`config.mk`:
```
export PLATFORM = sky130hd
export DESIGN_NAME = pkt_tx_framer
export DESIGN_NICKNAME = d
export VERILOG_FILES = /design/src/rtl/pktx_pkg.sv /design/src/rtl/pktx_pn9.sv /design/src/rtl/pktx_crc16.sv /design/src/rtl/pkt_tx_framer.sv
export SDC_FILE = /design/constraint.sdc
export NUM_CORES = 1
export LEC_CHECK = 0
export BUFFER_PORTS_ARGS = -buffer_cell sky130_fd_sc_hd__buf_4
export CORE_AREA = 3 3 94 96
export DETAILED_ROUTE_END_ITERATION = 10
export DIE_AREA = 0 0 97 99
export GPL_TIMING_DRIVEN = 0
export PLACE_DENSITY = 0.82
export SKIP_CTS_REPAIR_TIMING = 1
export SLEW_MARGIN = 10
export SYNTH_ARGS = -nofsm -noshare
export SYNTH_HDL_FRONTEND = slang
export SYNTH_SLANG_ARGS = --single-unit
```
`constraint.sdc`:
```
create_clock -name clk -period 5.95 [get_ports clk]
set_input_delay 0.2975 -clock clk [delete_from_list [all_inputs] [get_ports clk]]
set_output_delay 0.2975 -clock clk [all_outputs]
set_load 0.005 [all_outputs]
```
`src/rtl/pktx_pkg.sv`:
```
package pktx_pkg;

  localparam int BYTE_W = 8;
  localparam int PRE_W  = 5;

  typedef enum logic [2:0] {
    ST_IDLE,
    ST_PRE,
    ST_SYNC,
    ST_DATA,
    ST_CRC
  } txst_e;

  // code 0..7 -> 2,3,4,6,8,12,16,24 bytes: (2 or 3) shifted by code[2:1]
  function automatic logic [PRE_W-1:0] pre_min_bytes(input logic [2:0] code);
    logic [PRE_W-1:0] base;
    base = code[0] ? PRE_W'(3) : PRE_W'(2);
    return base << code[2:1];
  endfunction

endpackage

```
`src/rtl/pktx_pn9.sv`:
```
module pktx_pn9 #(
  parameter int           PN_W    = 9,
  parameter int           PN_TAP  = 5,
  parameter logic [8:0]   PN_SEED = 9'h1FF
) (
  input  logic clk,
  input  logic rst_n,
  input  logic init,
  input  logic adv,
  output logic bit_o
);

  logic [PN_W-1:0] s_q, s_d;

  always_comb begin
    s_d = s_q;
    if (init)
      s_d = PN_SEED[PN_W-1:0];
    else if (adv)
      s_d = {s_q[0] ^ s_q[PN_TAP], s_q[PN_W-1:1]};
  end

  always_ff @(posedge clk or negedge rst_n) begin
    if (!rst_n)
      s_q <= PN_SEED[PN_W-1:0];
    else
      s_q <= s_d;
  end

  assign bit_o = s_q[0];

  AST_PN_NONZERO: assert property (@(posedge clk) disable iff (!rst_n)
    !init |-> (s_q != '0));

endmodule

```
`src/rtl/pktx_crc16.sv`:
```
module pktx_crc16 #(
  parameter int          CRC_W    = 16,
  parameter logic [15:0] CRC_POLY = 16'h8005,
  parameter logic [15:0] CRC_INIT = 16'hFFFF
) (
  input  logic clk,
  input  logic rst_n,
  input  logic init,
  input  logic step,
  input  logic din,
  input  logic shift,
  output logic msb
);

  logic [CRC_W-1:0] c_q, c_d;

  always_comb begin
    c_d = c_q;
    if (init)
      c_d = CRC_INIT[CRC_W-1:0];
    else if (step)
      c_d = {c_q[CRC_W-2:0], 1'b0} ^ ((c_q[CRC_W-1] ^ din) ? CRC_POLY[CRC_W-1:0] : '0);
    else if (shift)
      c_d = {c_q[CRC_W-2:0], 1'b0};
  end

  always_ff @(posedge clk or negedge rst_n) begin
    if (!rst_n)
      c_q <= CRC_INIT[CRC_W-1:0];
    else
      c_q <= c_d;
  end

  assign msb = c_q[CRC_W-1];

  AST_CRC_HOLD: assert property (@(posedge clk) disable iff (!rst_n)
    !(init || step || shift) |=> $stable(c_q));

endmodule

```
`src/rtl/pkt_tx_framer.sv`:
```
module pkt_tx_framer
  import pktx_pkg::*;
#(
  parameter int          LEN_W    = 8,
  parameter int          SYNC_W   = 16,
  parameter int          CRC_W    = 16,
  parameter logic [15:0] CRC_POLY = 16'h8005,
  parameter logic [15:0] CRC_INIT = 16'hFFFF,
  parameter int          PN_W     = 9,
  parameter int          PN_TAP   = 5,
  parameter logic [8:0]  PN_SEED  = 9'h1FF
) (
  input  logic              clk,
  input  logic              rst_n,
  input  logic              start,
  input  logic [LEN_W-1:0]  pkt_len,
  input  logic [2:0]        pre_code,
  input  logic [SYNC_W-1:0] sync_word,
  input  logic              sync_dbl,
  input  logic              white_en,
  input  logic              crc_en,
  input  logic [7:0]        fifo_data,
  input  logic              fifo_valid,
  output logic              fifo_ready,
  output logic              tx_bit,
  output logic              tx_strb,
  output logic              busy,
  output logic              done,
  output logic              err
);

  localparam int SH_W  = 2 * SYNC_W;
  localparam int CNT_W = $clog2(SH_W);
  localparam int BIT_W = $clog2(BYTE_W);

  txst_e             st_q, st_d;
  logic [CNT_W-1:0]  cnt_q, cnt_d;
  logic [PRE_W-1:0]  pre_bytes_q, pre_bytes_d;
  logic [PRE_W-1:0]  pre_min_q, pre_min_d;
  logic [LEN_W-1:0]  len_q, len_d;
  logic [LEN_W-1:0]  left_q, left_d;
  logic [SH_W-1:0]   sh_q, sh_d;
  logic              dbl_q, dbl_d;
  logic              white_q, white_d;
  logic              crc_en_q, crc_en_d;
  logic              done_q, done_d;
  logic              err_q, err_d;

  logic              crc_init, crc_step, crc_shift, crc_msb;
  logic              pn_init, pn_adv, pn_bit;
  logic              byte_end, sync_end, crc_end;
  logic [PRE_W-1:0]  pre_inc;

  assign byte_end = (cnt_q[BIT_W-1:0] == '1);
  assign sync_end = (cnt_q == (dbl_q ? CNT_W'(SH_W - 1) : CNT_W'(SYNC_W - 1)));
  assign crc_end  = (cnt_q == CNT_W'(CRC_W - 1));
  assign pre_inc  = (pre_bytes_q == '1) ? pre_bytes_q : pre_bytes_q + PRE_W'(1);

  pktx_pn9 #(
    .PN_W    (PN_W),
    .PN_TAP  (PN_TAP),
    .PN_SEED (PN_SEED)
  ) u_pn (
    .clk   (clk),
    .rst_n (rst_n),
    .init  (pn_init),
    .adv   (pn_adv),
    .bit_o (pn_bit)
  );

  pktx_crc16 #(
    .CRC_W    (CRC_W),
    .CRC_POLY (CRC_POLY),
    .CRC_INIT (CRC_INIT)
  ) u_crc (
    .clk   (clk),
    .rst_n (rst_n),
    .init  (crc_init),
    .step  (crc_step),
    .din   (sh_q[SH_W-1]),
    .shift (crc_shift),
    .msb   (crc_msb)
  );

  // next-state process
  always_comb begin
    st_d        = st_q;
    cnt_d       = cnt_q;
    pre_bytes_d = pre_bytes_q;
    pre_min_d   = pre_min_q;
    len_d       = len_q;
    left_d      = left_q;
    sh_d        = sh_q;
    dbl_d       = dbl_q;
    white_d     = white_q;
    crc_en_d    = crc_en_q;
    done_d      = 1'b0;
    err_d       = err_q;
    fifo_ready  = 1'b0;
    crc_init    = 1'b0;
    crc_step    = 1'b0;
    crc_shift   = 1'b0;
    pn_init     = 1'b0;
    pn_adv      = 1'b0;

    unique case (st_q)
      ST_IDLE: begin
        if (start) begin
          st_d        = ST_PRE;
          cnt_d       = '0;
          pre_bytes_d = '0;
          pre_min_d   = pre_min_bytes(pre_code);
          len_d       = pkt_len;
          dbl_d       = sync_dbl;
          white_d     = white_en;
          crc_en_d    = crc_en;
          err_d       = 1'b0;
          crc_init    = 1'b1;
          pn_init     = 1'b1;
          sh_d        = sync_dbl ? {sync_word, sync_word} : {sync_word, {SYNC_W{1'b0}}};
        end
      end

      ST_PRE: begin
        cnt_d = cnt_q + CNT_W'(1);
        if (byte_end) begin
          cnt_d       = '0;
          pre_bytes_d = pre_inc;
          if ((pre_inc >= pre_min_q) && fifo_valid)
            st_d = ST_SYNC;
        end
      end

      ST_SYNC: begin
        cnt_d = cnt_q + CNT_W'(1);
        sh_d  = sh_q << 1;
        if (sync_end) begin
          cnt_d = '0;
          if (len_q == '0) begin
            if (crc_en_q) begin
              st_d = ST_CRC;
            end else begin
              st_d   = ST_IDLE;
              done_d = 1'b1;
            end
          end else begin
            fifo_ready = 1'b1;
            if (fifo_valid) begin
              st_d   = ST_DATA;
              sh_d   = {fifo_data, {(SH_W-BYTE_W){1'b0}}};
              left_d = len_q - LEN_W'(1);
            end else begin
              st_d  = ST_IDLE;
              err_d = 1'b1;
            end
          end
        end
      end

      ST_DATA: begin
        cnt_d    = cnt_q + CNT_W'(1);
        sh_d     = sh_q << 1;
        crc_step = 1'b1;
        pn_adv   = 1'b1;
        if (byte_end) begin
          cnt_d = '0;
          if (left_q == '0) begin
            if (crc_en_q) begin
              st_d = ST_CRC;
            end else begin
              st_d   = ST_IDLE;
              done_d = 1'b1;
            end
          end else begin
            fifo_ready = 1'b1;
            if (fifo_valid) begin
              sh_d   = {fifo_data, {(SH_W-BYTE_W){1'b0}}};
              left_d = left_q - LEN_W'(1);
            end else begin
              st_d  = ST_IDLE;
              err_d = 1'b1;
            end
          end
        end
      end

      ST_CRC: begin
        cnt_d     = cnt_q + CNT_W'(1);
        crc_shift = 1'b1;
        pn_adv    = 1'b1;
        if (crc_end) begin
          st_d   = ST_IDLE;
          done_d = 1'b1;
        end
      end

      default: st_d = ST_IDLE;
    endcase
  end

  // register process
  always_ff @(posedge clk or negedge rst_n) begin
    if (!rst_n) begin
      st_q        <= ST_IDLE;
      cnt_q       <= '0;
      pre_bytes_q <= '0;
      pre_min_q   <= '0;
      len_q       <= '0;
      left_q      <= '0;
      sh_q        <= '0;
      dbl_q       <= 1'b0;
      white_q     <= 1'b0;
      crc_en_q    <= 1'b0;
      done_q      <= 1'b0;
      err_q       <= 1'b0;
    end else begin
      st_q        <= st_d;
      cnt_q       <= cnt_d;
      pre_bytes_q <= pre_bytes_d;
      pre_min_q   <= pre_min_d;
      len_q       <= len_d;
      left_q      <= left_d;
      sh_q        <= sh_d;
      dbl_q       <= dbl_d;
      white_q     <= white_d;
      crc_en_q    <= crc_en_d;
      done_q      <= done_d;
      err_q       <= err_d;
    end
  end

  // serial output selection
  always_comb begin
    unique case (st_q)
      ST_PRE:  tx_bit = ~cnt_q[0];
      ST_SYNC: tx_bit = sh_q[SH_W-1];
      ST_DATA: tx_bit = sh_q[SH_W-1] ^ (white_q & pn_bit);
      ST_CRC:  tx_bit = crc_msb ^ (white_q & pn_bit);
      default: tx_bit = 1'b0;
    endcase
  end

  assign tx_strb = (st_q != ST_IDLE);
  assign busy    = (st_q != ST_IDLE);
  assign done    = done_q;
  assign err     = err_q;

  AST_DONE_ONE_CYCLE: assert property (@(posedge clk) disable iff (!rst_n)
    done |=> !done);
  AST_POP_IN_FRAME: assert property (@(posedge clk) disable iff (!rst_n)
    fifo_ready |-> (st_q == ST_SYNC || st_q == ST_DATA));
  AST_ERR_STICKY: assert property (@(posedge clk) disable iff (!rst_n)
    (err && !(st_q == ST_IDLE && start)) |=> err);
  AST_ABORT_NO_DONE: assert property (@(posedge clk) disable iff (!rst_n)
    $rose(err) |-> !done);
  AST_CFG_HELD: assert property (@(posedge clk) disable iff (!rst_n)
    (st_q != ST_IDLE) |=> ($stable(len_q) && $stable(pre_min_q)));

endmodule

```
==> results.md <==
* Status: complete, no violations
* Synth cell types at 65
* Syn Nets at around 600
* Number of port buffers at between 40 and 50
* Worst R2R Setup Slack at 3460 ps
* Synthesis-to-layout area growth at 13.3%
* Required @ worst endpoint at 5650 ps
* R2R cell count at 10
* Ys flop type: dfrtp_1
* Clock Skews at roughly 12 ps
* Worst Path Max Fanout at 10
* Combined area of the multi-input logic cells at 0.00244 mm^2
* Clock H-tree levels at 3
* Critical Path Stages at 8
* RSZ-0062 raised after global routing: false
* Syn_area_per_cell at roughly 9.3 um^2
* Vias in the first global route at around 4200
* First-pass DRT Iterations at 5
* Antenna violations before repair at 0
* Worst path slowest cell: dfrtp_1
* Sequential area share after synthesis at between 40% and 50%
* Initial Util at ~63%
* #FFs+latches synth at between 90 and 100
* Fin cells at between 700 and 800
* 1st-iter DRT viols at 318
* Post-synth EDFFs at 0
* Worst-path clk slew at 100 ps
* Placed cell count at about 700
* CTS buffer count at 9
* Reg2reg start: st_q[1]
* Clk sinks at 96
* Synth Warn # at 0
* Hold_ws at about 3.1 ps
* Worst setup SP type: flop
* Leak pwr at ~0.0026 uW
* Hold/Removal Path Class: in2async
* Clock Latency Late Sink at 360 ps
* Die ar. at approximately 0.0096 mm^2
* CP endpoint kind: output port
* Routability Congestion at slightly above 0.9
* Peak VDD IR at 0.258 mV
* Core ar. at approximately 0.008 mm^2
* Total GRT Usage at 26.0%
* Vias/cell at 6.07
* Mapped Cells at 549
* Crit path buf inv count at 3
* Final setup fails at 0
* Largest net degree at the start of global routing at 97
* FF/Latch Area at 0.00243 mm^2
* Root buf cell: clkbuf_8
* Via count at 4354
* Per-cell routed wire length at between 15 and 20 um
* Max_slew headroom at between 40% and 50%
* Layout cells sized above 1 at 20.3%
* WS Path Type: reg2out
* # diodes at 0
* Site row count at 33
* Post-DP HPWL at 8690 um
* Routed wire length at roughly 12000 um
* Post-synth ARST share at 100%
* Arr. time, crit path at 2290 ps
* IO Count at between 40 and 50
* Final period utilization at a little over two fifths
* Die width at 97 um
* Pwr/cell area at around 490 mW/mm^2
* First-pass GRT wire length at 20300 um
* Worst Tran Pin Value at ~850 ps
* Final hold vios at 0
* R2R Path End: left_q[6]
* CTS Buffer Depth at 2
* Fill cells at about 610
* Minimum clock period after layout at between 2000 and 3000 ps
* Delay-heaviest family, CP: buffers and inverters
* Final nets at about 660
* Post-Syn Area at 0.00509 mm^2
* DRT antenna net count at 0
* Fmax at 0.387 GHz
* Slowest stage delay, CP at 450 ps
* Post-route DRC at 0
* CP cell instances: buf_2 -> clkbuf_1 -> nor2_1 -> nand2_1 -> o22ai_1 -> a31oi_1 -> o21ai_0 -> buf_4
* Height of the chip at 99 um
* Congestion Overflow GR at 0
* Maxcap violations at 0
* CTS tree: built
* Final slew viol count at 0
* Setup_tns at 0 ps
-- layout by cell type (no fill, tap or decap), types with 4 or more instances in the layout --
cell type / instances
clkbuf_1: 15
nand2b_1: 5
buf_2: 12
nor2_1: 49
clkbuf_8: 9
dfrtp_1: 71
o22ai_1: 4
a21oi_1: 49
o31ai_1: 4
o22a_1: 21
a2bb2oi_1: 10
inv_1: 16
dfstp_2: 25
a31oi_1: 8
nand2_1: 93
nor3_1: 10
o21ai_0: 38
xnor2_1: 5
ha_1: 10
mux2i_1: 7
nor2b_1: 4
a31o_2: 4
and3_1: 7
nand3_1: 12
a221o_1: 5
buf_4: 49
-- through the flow --
step                utilization [%]  instance area, um^2  worst slack (ps)  total power, uW
CTS                            70.9                 5760              3410             2800
detailed placement             68.5                 5580              3470             2390
finish                         70.9                 5770              3360             2800
global placement               68.5                 5580              3540             2320
global route                   70.9                 5770              3150             3020
floorplan                         -                 5090              3740             2040
-- worst max-delay path by stage --
stage                              start   endpoint
after floorplan           pre_bytes_q[0]    st_q[0]
after global placement           st_q[1]  left_q[6]
after detailed placement         st_q[1]  left_q[6]
after CTS                        st_q[0]     tx_bit
after global routing             st_q[0]     tx_bit
final                            st_q[0]     tx_bit
-- sequential cells by signal, indices dropped and copies added (netlist names), 3 cells and up --
register	cells
st_q	3
pre_min_q	5
sh_q	32
pre_bytes_q	5
left_q	8
u_pn.s_q	9
u_crc.c_q	16
cnt_q	5
len_q	8
-- power by group --
group,total [uW],internal [uW],switching (uW)
registers,1180,953,229
logic,1210,516,694
clock network,408,161,247
total,2800,1630,1170
-- routing by layer --
layer  track usage (%)  vias to the layer above  wire length, um
li1                  -                     2092                -
met1              34.4                     2111             5130
met2              43.1                      135             5990
met3              5.31                       16              723
met4              8.53                        0              192
met5                 0                        -                0
-- Yosys cell counts (3+ instances only) --
cell / number / area, um^2
xnor2_1: 5 / 43.8
dfrtp_1: 71 / 1780
buf_4: 3 / 22.5
and2_1: 3 / 18.8
inv_1: 16 / 60.1
nor3_1: 10 / 50.1
o21a_1: 3 / 22.5
nand2b_1: 5 / 31.3
buf_2: 12 / 60.1
o22ai_1: 4 / 25.0
dfstp_2: 25 / 657
o22a_1: 21 / 184
o21ai_0: 38 / 190
and3_1: 7 / 43.8
o41ai_1: 3 / 26.3
a21oi_1: 49 / 245
nor2_1: 49 / 184
mux2i_1: 7 / 70.1
a221o_1: 5 / 50.1
a211o_1: 3 / 26.3
ha_1: 10 / 125
a2bb2oi_1: 10 / 87.6
clkbuf_1: 15 / 56.3
xor2_1: 3 / 26.3
a31oi_1: 8 / 50.1
o31ai_1: 4 / 30.0
nand2_1: 93 / 349
nand3_1: 12 / 60.1
a31o_2: 4 / 35.0
nor2b_1: 4 / 25.0
-- kinds of logic after synthesis --
logic type / after synthesis / synth area share [%]
mux: 9 / 1.82
simple gates: 200 / 18.5
fa+ha+maj: 10 / 2.46
flops: 96 / 47.8
buf+inv: 49 / 4.28
compound gates: 177 / 23.7
xor+xnor: 8 / 1.38
-- final cells by class --
cell class	count	share of cell area (%)
Multi-Input combinational cell	404	42.3
Sequential cell	96	42.2
Timing Repair Buffer	47	6.18
Buffer	33	2.73
Tap cell	105	2.28
Clock buffer	9	2.15
Clock inverter	7	1.13
Inverter	16	1.04
No activity file was read; power rests on OpenSTA's default activity.
